$ cat src/rtl/rxs_pkg.sv
package rxs_pkg;

    localparam logic [15:0] TPID_TAG    = 16'h8100;
    localparam logic [15:0] CTRL_ETYPE  = 16'h8808;
    localparam logic [15:0] PAUSE_OPC   = 16'h0001;
    localparam int          MIN_FRAME   = 64;
    localparam int          MAX_LENFLD  = 1500;
    localparam int          FCS_BYTES   = 4;
    localparam int          TAG_BYTES   = 4;
    localparam int          BASE_HDR    = 14;
    localparam int          HDR_BYTES   = 24;

    // packs into status bits 38:32
    typedef struct packed {
        logic ucast;
        logic mcast;
        logic bcast;
        logic pause;
        logic ctrl;
        logic vlan;
        logic stacked;
    } cls_t;

    // packs into the 7-bit error word
    typedef struct packed {
        logic       phy;
        logic [1:0] spare;
        logic       fcs;
        logic       plen;
        logic       over;
        logic       under;
    } err_t;

endpackage

$ cat src/rtl/rxs_track.sv
module rxs_track #(
    parameter  int BEAT_BYTES = 8,
    parameter  int HDR_BYTES  = 24,
    parameter  int LEN_W      = 16,
    localparam int DATA_W     = BEAT_BYTES * 8,
    localparam int EMPTY_W    = $clog2(BEAT_BYTES),
    localparam int HDR_BEATS  = (HDR_BYTES + BEAT_BYTES - 1) / BEAT_BYTES,
    localparam int BEAT_W     = $clog2(HDR_BEATS + 1)
) (
    input  logic                          clk,
    input  logic                          rst_n,
    input  logic                          in_valid,
    input  logic                          in_sop,
    input  logic                          in_eop,
    input  logic [EMPTY_W-1:0]            in_empty,
    input  logic [DATA_W-1:0]             in_data,
    input  logic                          in_ovf,
    output logic [HDR_BYTES-1:0][7:0]     hdr_v,
    output logic [LEN_W-1:0]              len_v,
    output logic                          ovf_v,
    output logic                          eop_v
);

    typedef struct packed {
        logic                      in_frame;
        logic                      ovf;
        logic [BEAT_W-1:0]         beat;
        logic [LEN_W-1:0]          cnt;
        logic [HDR_BYTES-1:0][7:0] hdr;
    } trk_t;

    trk_t st_d, st_q;

    logic                      accept;
    logic [HDR_BYTES-1:0][7:0] b_hdr, hdr_cur;
    logic [LEN_W-1:0]          b_cnt, nbytes, cnt_cur;
    logic [BEAT_W-1:0]         b_beat;
    logic                      b_ovf, ovf_cur;
    logic [LEN_W:0]            sum;

    always_comb begin
        st_d    = st_q;
        accept  = in_valid && (in_sop || st_q.in_frame);
        b_hdr   = in_sop ? '0 : st_q.hdr;
        b_cnt   = in_sop ? '0 : st_q.cnt;
        b_beat  = in_sop ? '0 : st_q.beat;
        b_ovf   = in_sop ? 1'b0 : st_q.ovf;
        nbytes  = in_eop ? LEN_W'(BEAT_BYTES) - LEN_W'(in_empty) : LEN_W'(BEAT_BYTES);
        sum     = {1'b0, b_cnt} + {1'b0, nbytes};
        cnt_cur = sum[LEN_W] ? '1 : sum[LEN_W-1:0];
        ovf_cur = b_ovf | in_ovf;
        hdr_cur = b_hdr;
        for (int i = 0; i < HDR_BYTES; i++) begin
            if (accept && (i / BEAT_BYTES) == int'(b_beat)
                && LEN_W'(i % BEAT_BYTES) < nbytes) begin
                hdr_cur[i] = in_data[DATA_W-1-8*(i % BEAT_BYTES) -: 8];
            end
        end
        if (accept) begin
            st_d.in_frame = !in_eop;
            st_d.ovf      = ovf_cur;
            st_d.cnt      = cnt_cur;
            st_d.hdr      = hdr_cur;
            st_d.beat     = (int'(b_beat) < HDR_BEATS) ? b_beat + 1'b1 : b_beat;
        end
    end

    always_ff @(posedge clk or negedge rst_n) begin
        if (!rst_n) st_q <= '0;
        else        st_q <= st_d;
    end

    assign hdr_v = hdr_cur;
    assign len_v = cnt_cur;
    assign ovf_v = ovf_cur;
    assign eop_v = accept && in_eop;

    // a beat that is not accepted leaves the stored state unchanged
    assert_idle_hold_R11: assert property (@(posedge clk) disable iff (!rst_n)
        !in_valid |=> $stable(st_q));

endmodule

$ cat src/rtl/rxs_classify.sv
module rxs_classify
    import rxs_pkg::*;
#(
    parameter int HB = HDR_BYTES
) (
    input  logic [HB-1:0][7:0] hdr,
    input  logic               vlan_en,
    input  logic               stack_en,
    output cls_t               cls,
    output logic [1:0]         ntags,
    output logic [15:0]        len_type
);

    logic        tag1, tag2, bc;
    logic [15:0] opc;

    always_comb begin
        tag1  = vlan_en && ({hdr[12], hdr[13]} == TPID_TAG);
        tag2  = tag1 && stack_en && ({hdr[16], hdr[17]} == TPID_TAG);
        ntags = {1'b0, tag1} + {1'b0, tag2};
        if (tag2) begin
            len_type = {hdr[20], hdr[21]};
            opc      = {hdr[22], hdr[23]};
        end else if (tag1) begin
            len_type = {hdr[16], hdr[17]};
            opc      = {hdr[18], hdr[19]};
        end else begin
            len_type = {hdr[12], hdr[13]};
            opc      = {hdr[14], hdr[15]};
        end
        bc          = &{hdr[0], hdr[1], hdr[2], hdr[3], hdr[4], hdr[5]};
        cls.ucast   = !hdr[0][0];
        cls.mcast   = hdr[0][0] && !bc;
        cls.bcast   = bc;
        cls.ctrl    = (len_type == CTRL_ETYPE);
        cls.pause   = cls.ctrl && (opc == PAUSE_OPC);
        cls.vlan    = tag1;
        cls.stacked = tag2;
    end

endmodule

$ cat src/rtl/rxs_errchk.sv
module rxs_errchk
    import rxs_pkg::*;
#(
    parameter int LEN_W = 16
) (
    input  logic [LEN_W-1:0] len,
    input  logic [1:0]       ntags,
    input  logic [15:0]      len_type,
    input  logic [15:0]      max_len,
    input  logic             fcs_bad,
    input  logic             phy_err,
    output err_t             err,
    output logic [LEN_W-1:0] payload
);

    logic [LEN_W:0]   limit;
    logic [LEN_W-1:0] ovh, lt;

    always_comb begin
        limit   = (LEN_W+1)'(max_len) + (LEN_W+1)'(int'(ntags) * TAG_BYTES);
        ovh     = LEN_W'(BASE_HDR + FCS_BYTES + int'(ntags) * TAG_BYTES);
        payload = (len > ovh) ? len - ovh : '0;
        lt      = LEN_W'(len_type);
        err.under = len < LEN_W'(MIN_FRAME);
        err.over  = {1'b0, len} > limit;
        err.plen  = (len_type <= 16'(MAX_LENFLD))
                    && ((payload < lt) || (payload > lt && len > LEN_W'(MIN_FRAME)));
        err.fcs   = fcs_bad;
        err.spare = 2'b00;
        err.phy   = phy_err;
    end

endmodule

$ cat src/rtl/rx_frame_status.sv
module rx_frame_status
    import rxs_pkg::*;
#(
    parameter  int BEAT_BYTES = 8,
    parameter  int LEN_W      = 16,
    localparam int DATA_W     = BEAT_BYTES * 8,
    localparam int EMPTY_W    = $clog2(BEAT_BYTES)
) (
    input  logic               clk,
    input  logic               rst_n,
    input  logic               rx_valid,
    input  logic               rx_sop,
    input  logic               rx_eop,
    input  logic [EMPTY_W-1:0] rx_empty,
    input  logic [DATA_W-1:0]  rx_data,
    input  logic               rx_ovf,
    input  logic               eop_fcs_bad,
    input  logic               eop_phy_err,
    input  logic               cfg_vlan_en,
    input  logic               cfg_stack_en,
    input  logic [15:0]        cfg_max_len,
    output logic               stat_valid,
    output logic [39:0]        stat_word,
    output logic [6:0]         stat_err,
    output logic               stat_err_void
);

    logic [HDR_BYTES-1:0][7:0] hdr_v;
    logic [LEN_W-1:0]          len_v, payload;
    logic                      ovf_v, eop_v;
    cls_t                      cls;
    err_t                      err;
    logic [1:0]                ntags;
    logic [15:0]               len_type;

    rxs_track #(.BEAT_BYTES(BEAT_BYTES), .HDR_BYTES(HDR_BYTES), .LEN_W(LEN_W)) u_track (
        .clk(clk), .rst_n(rst_n), .in_valid(rx_valid), .in_sop(rx_sop),
        .in_eop(rx_eop), .in_empty(rx_empty), .in_data(rx_data), .in_ovf(rx_ovf),
        .hdr_v(hdr_v), .len_v(len_v), .ovf_v(ovf_v), .eop_v(eop_v)
    );

    rxs_classify #(.HB(HDR_BYTES)) u_cls (
        .hdr(hdr_v), .vlan_en(cfg_vlan_en), .stack_en(cfg_stack_en),
        .cls(cls), .ntags(ntags), .len_type(len_type)
    );

    rxs_errchk #(.LEN_W(LEN_W)) u_err (
        .len(len_v), .ntags(ntags), .len_type(len_type), .max_len(cfg_max_len),
        .fcs_bad(eop_fcs_bad), .phy_err(eop_phy_err), .err(err), .payload(payload)
    );

    assign stat_valid    = eop_v;
    assign stat_word     = {1'b0, cls, 16'(len_v), 16'(payload)};
    assign stat_err      = err;
    assign stat_err_void = eop_v && ovf_v;

    assert_valid_on_eop_R1: assert property (@(posedge clk) disable iff (!rst_n)
        stat_valid |-> (rx_valid && rx_eop));
    assert_one_cast_R4: assert property (@(posedge clk) disable iff (!rst_n)
        stat_valid |-> ($countones(stat_word[38:36]) == 1));
    assert_stack_needs_tag_R3: assert property (@(posedge clk) disable iff (!rst_n)
        (stat_valid && stat_word[32]) |-> stat_word[33]);
    assert_pause_is_ctrl_R5: assert property (@(posedge clk) disable iff (!rst_n)
        (stat_valid && stat_word[35]) |-> stat_word[34]);
    assert_tag_gate_R6: assert property (@(posedge clk) disable iff (!rst_n)
        (stat_valid && !cfg_vlan_en) |-> (stat_word[33:32] == 2'b00));
    assert_runt_flag_R7: assert property (@(posedge clk) disable iff (!rst_n)
        (stat_valid && stat_word[31:16] < 16'd64) |-> stat_err[0]);
    assert_spare_zero_R9: assert property (@(posedge clk) disable iff (!rst_n)
        stat_valid |-> (!stat_word[39] && stat_err[5:4] == 2'b00));
    assert_void_on_ovf_R10: assert property (@(posedge clk) disable iff (!rst_n)
        (stat_valid && rx_ovf) |-> stat_err_void);

endmodule

$ cat config.mk
export PLATFORM = sky130hd
export DESIGN_NAME = rx_frame_status
export DESIGN_NICKNAME = d
export VERILOG_FILES = /design/src/rtl/rxs_pkg.sv /design/src/rtl/rxs_track.sv /design/src/rtl/rxs_classify.sv /design/src/rtl/rxs_errchk.sv /design/src/rtl/rx_frame_status.sv
export SDC_FILE = /design/constraint.sdc
export NUM_CORES = 1
export LEC_CHECK = 0
export ABC_AREA = 1
export BUFFER_PORTS_ARGS = -buffer_cell sky130_fd_sc_hd__buf_2
export CORE_ASPECT_RATIO = 0.6
export CORE_MARGIN = 10
export CORE_UTILIZATION = 55
export CTS_BUF_LIST = sky130_fd_sc_hd__clkbuf_4
export CTS_CLUSTER_SIZE = 8
export DETAILED_ROUTE_END_ITERATION = 12
export PLACE_DENSITY_LB_ADDON = 0.05
export SLEW_MARGIN = 10
export SYNTH_ARGS = -nofsm -noshare
export SYNTH_HDL_FRONTEND = slang
export SYNTH_SLANG_ARGS = --single-unit
$ cat constraint.sdc
create_clock -name clk -period 16.2 [get_ports clk]
set_clock_uncertainty 0.2 [all_clocks]
set_input_delay 2.43 -clock clk [delete_from_list [all_inputs] [get_ports clk]]
set_output_delay 2.43 -clock clk [all_outputs]
set_load 0.005 [all_outputs]
==> impl_metrics.json <==
{
  "clock_latency_ns": 0.60,
  "rows": 41,
  "routedWlPerCell_um": 17.5,
  "largest_register": "u_track.st_q",
  "tightestPinTransition_ns": 1.04,
  "criticalPathCategory": "in -> out",
  "area_growth_pct": 8.28,
  "hp-class": "reg -> reg",
  "place_area_um2": 12600,
  "antenna_cells": 0,
  "finalInstanceArea_um2": 12900,
  "die-area_um2": 28200,
  "drc": 0,
  "pin_count": 142,
  "path_max_fanout": 148,
  "ir_drop_mv": 0.0543,
  "finalCritPeriodShare": 0.759,
  "clockBufferDepth": 2,
  "timing.final.max_slew_violations": 0,
  "critPathSlowestCell": "o21ai_4",
  "slew_headroom": 0.303,
  "power_density_nw_per_um2": 82.4,
  "hold_depth": 2,
  "drt_iter0_drc": 1483,
  "power_leakage_nw": 6.78,
  "grt_use_total": 0.269,
  "avgSynthCellArea_um2": 6.55,
  "cts.clk_slew.worst_paths_ns": 0.13,
  "max_stage_delay_ns": 0.88,
  "synth.area.top_cells": "dfrtp_1 34%, nand2_1 16%, o21ai_0 8.6%",
  "utilization": 0.610,
  "post-dp-hpwl_um": 29400,
  "cp.arrival_ns": 9.66,
  "port_buffers": 134,
  "start_kind": "input pin",
  "yosysSeqAreaShare": 0.344,
  "cts_buffers": 17,
  "ant_nets": 0,
  "initial_utilization": 0.563,
  "antenna_found_initial": 0,
  "end_kind": "output port",
  "layout-drive-gt1-share": 0.114,
  "ys_ff_latch": 164,
  "syn_area_um2": 11900,
  "post_cts_resized": 0,
  "cts_tree": "yes",
  "synth_top_cell_by_area": "dfrtp_1",
  "num-nets-final": 2037,
  "fp.dieH_um": 134,
  "dr.pass1.iters": 5,
  "synth_cell_types": 47,
  "final_cell_mix": "510 x nand2_1, 242 x inv_1, 206 x o21ai_0",
  "yosysWarnings": 0,
  "clockRootBuffer": "clkbuf_4",
  "max_cap_viol_count": 0,
  "fmax_mhz": 81.4,
  "synthCells": 1823,
  "htree_levels": 4,
  "routed_via_density": 5.57,
  "reg_top3": "u_track.st_q (164)",
  "post-cts-setup-buffers": 0,
  "crit_top_cell": "nand2_1",
  "clock_sinks": 164,
  "outcome": "complete, no violations",
  "holdBufCountCts": 0,
  "grt_pass1_wl_um": 60600,
  "async_flop_share": 1.00,
  "overflow": 0,
  "placed_cells": 2158,
  "fin_setup_tns_ns": 0,
  "layout_commonest_cell": "nand2_1",
  "synth_edf_count": 0,
  "grt_max_degree": 149,
  "post-synth-top-area-fraction": 0.344,
  "vias": 12201,
  "core_area_um2": 21200,
  "dieWidth_um": 210,
  "finalSetupViolCount": 0,
  "globalplace.congestion": 1.03,
  "fillers": 2062,
  "rr_worst_depth": 12,
  "drt_wl_total_um": 38400,
  "fin_crit_ns": 12.29,
  "hold_viol_final": 0,
  "rsz0062_at_grt": "no",
  "fin_cells": 2190,
  "cp.required_ns": 13.57,
  "synth_flop_cell": "dfrtp_1",
  "grt_pass1_vias": 10917,
  "largest_reg_flops": 164
}
-- worst max-delay path, delay by kind of cell --
kind,cells,cell delay (ns)
and+or+nand+nor,16,2.25
AOI/OAI and AO/OA,9,2.12
buffers and inverters,10,1.89
adders and majority gates,3,0.90
-- metrics by stage --
stage | power (mW) | hold slack, ns | worst slack (ns)
final | 1.06 | 0.294 | 3.91
after global routing | 1.13 | 0.322 | 3.17
after CTS | 1.06 | 0.299 | 3.98
after detailed placement | 0.808 | 0.266 | 4.00
after global placement | 0.804 | 0.261 | 4.36
after floorplan | 0.690 | 0.250 | 6.50
-- logic make-up after synthesis --
family,Yosys count,synth area share
and+or+nand+nor,979,0.355
AOI/OAI and AO/OA,270,0.120
buffers and inverters,336,0.111
DFF,164,0.344
adders and majority gates,46,0.0501
other,1,0.000314
xor gates and xnor gates,27,0.0198
-- power breakdown --
group / internal, mW / total (mW) / leakage [nW] / switching (mW)
Clock: 0.0929 / 0.256 / 0.156 / 0.163
Combinational: 0.113 / 0.349 / 4.39 / 0.236
Sequential: 0.441 / 0.458 / 2.23 / 0.0171
Total: 0.647 / 1.06 / 6.78 / 0.417
-- cells in the mapped netlist, types with 2 or more instances --
master,n
o21bai_1,2
a31oi_1,12
o21ai_2,3
buf_2,15
nand3b_1,2
nand2_2,5
nand2_1,510
ha_1,43
xnor2_1,7
nor4_1,17
clkbuf_1,47
nor2_2,10
inv_1,242
buf_1,13
fa_1,3
nor2_1,184
or2_2,2
nand4_1,45
xor2_1,20
a211oi_1,2
inv_2,8
dfrtp_1,164
buf_4,10
nor3_2,2
nand3_1,176
nor3b_1,2
nor2_4,2
nand3_2,10
o21ai_0,206
a21oi_2,2
a21oi_1,26
nor3_1,8
o21ai_1,9
-- worst paths after layout --
path	slack, ns	to	start
max	3.91	stat_err[2]	rx_sop
min	0.29	u_track.st_q[189]$_DFFE_PN0P_	u_track.st_q[189]$_DFFE_PN0P_
max reg2reg	11.67	u_track.st_q[172]$_DFFE_PN0P_	u_track.st_q[211]$_DFFE_PN0P_
min reg2reg	0.29	u_track.st_q[189]$_DFFE_PN0P_	u_track.st_q[189]$_DFFE_PN0P_
max in group asynchronous	12.60	u_track.st_q[127]$_DFFE_PN0P_	rst_n
min in group asynchronous	1.66	u_track.st_q[167]$_DFFE_PN0P_	rst_n
-- metal layers --
metal / part of all wire / wire length (µm) / vias to the layer above / GRT usage
li1: - / - / 5999 / -
met1: 0.48 / 18400 / 5621 / 0.411
met5: 0 / 0 / - / 0
met2: 0.38 / 14700 / 559 / 0.345
met4: 0.0068 / 263 / 0 / 0.0405
met3: 0.13 / 5100 / 22 / 0.104
-- area by class of cell --
class	count	area [µm²]	area share
clock buffer	17	128	0.00988
clock inverter	15	153	0.0118
inverter	250	942	0.0729
multi-input combinational	1325	6510	0.504
sequential	164	4100	0.318
tap	279	349	0.0270
timing repair buffer	140	734	0.0568
No activity file was read; power rests on OpenSTA's default activity.
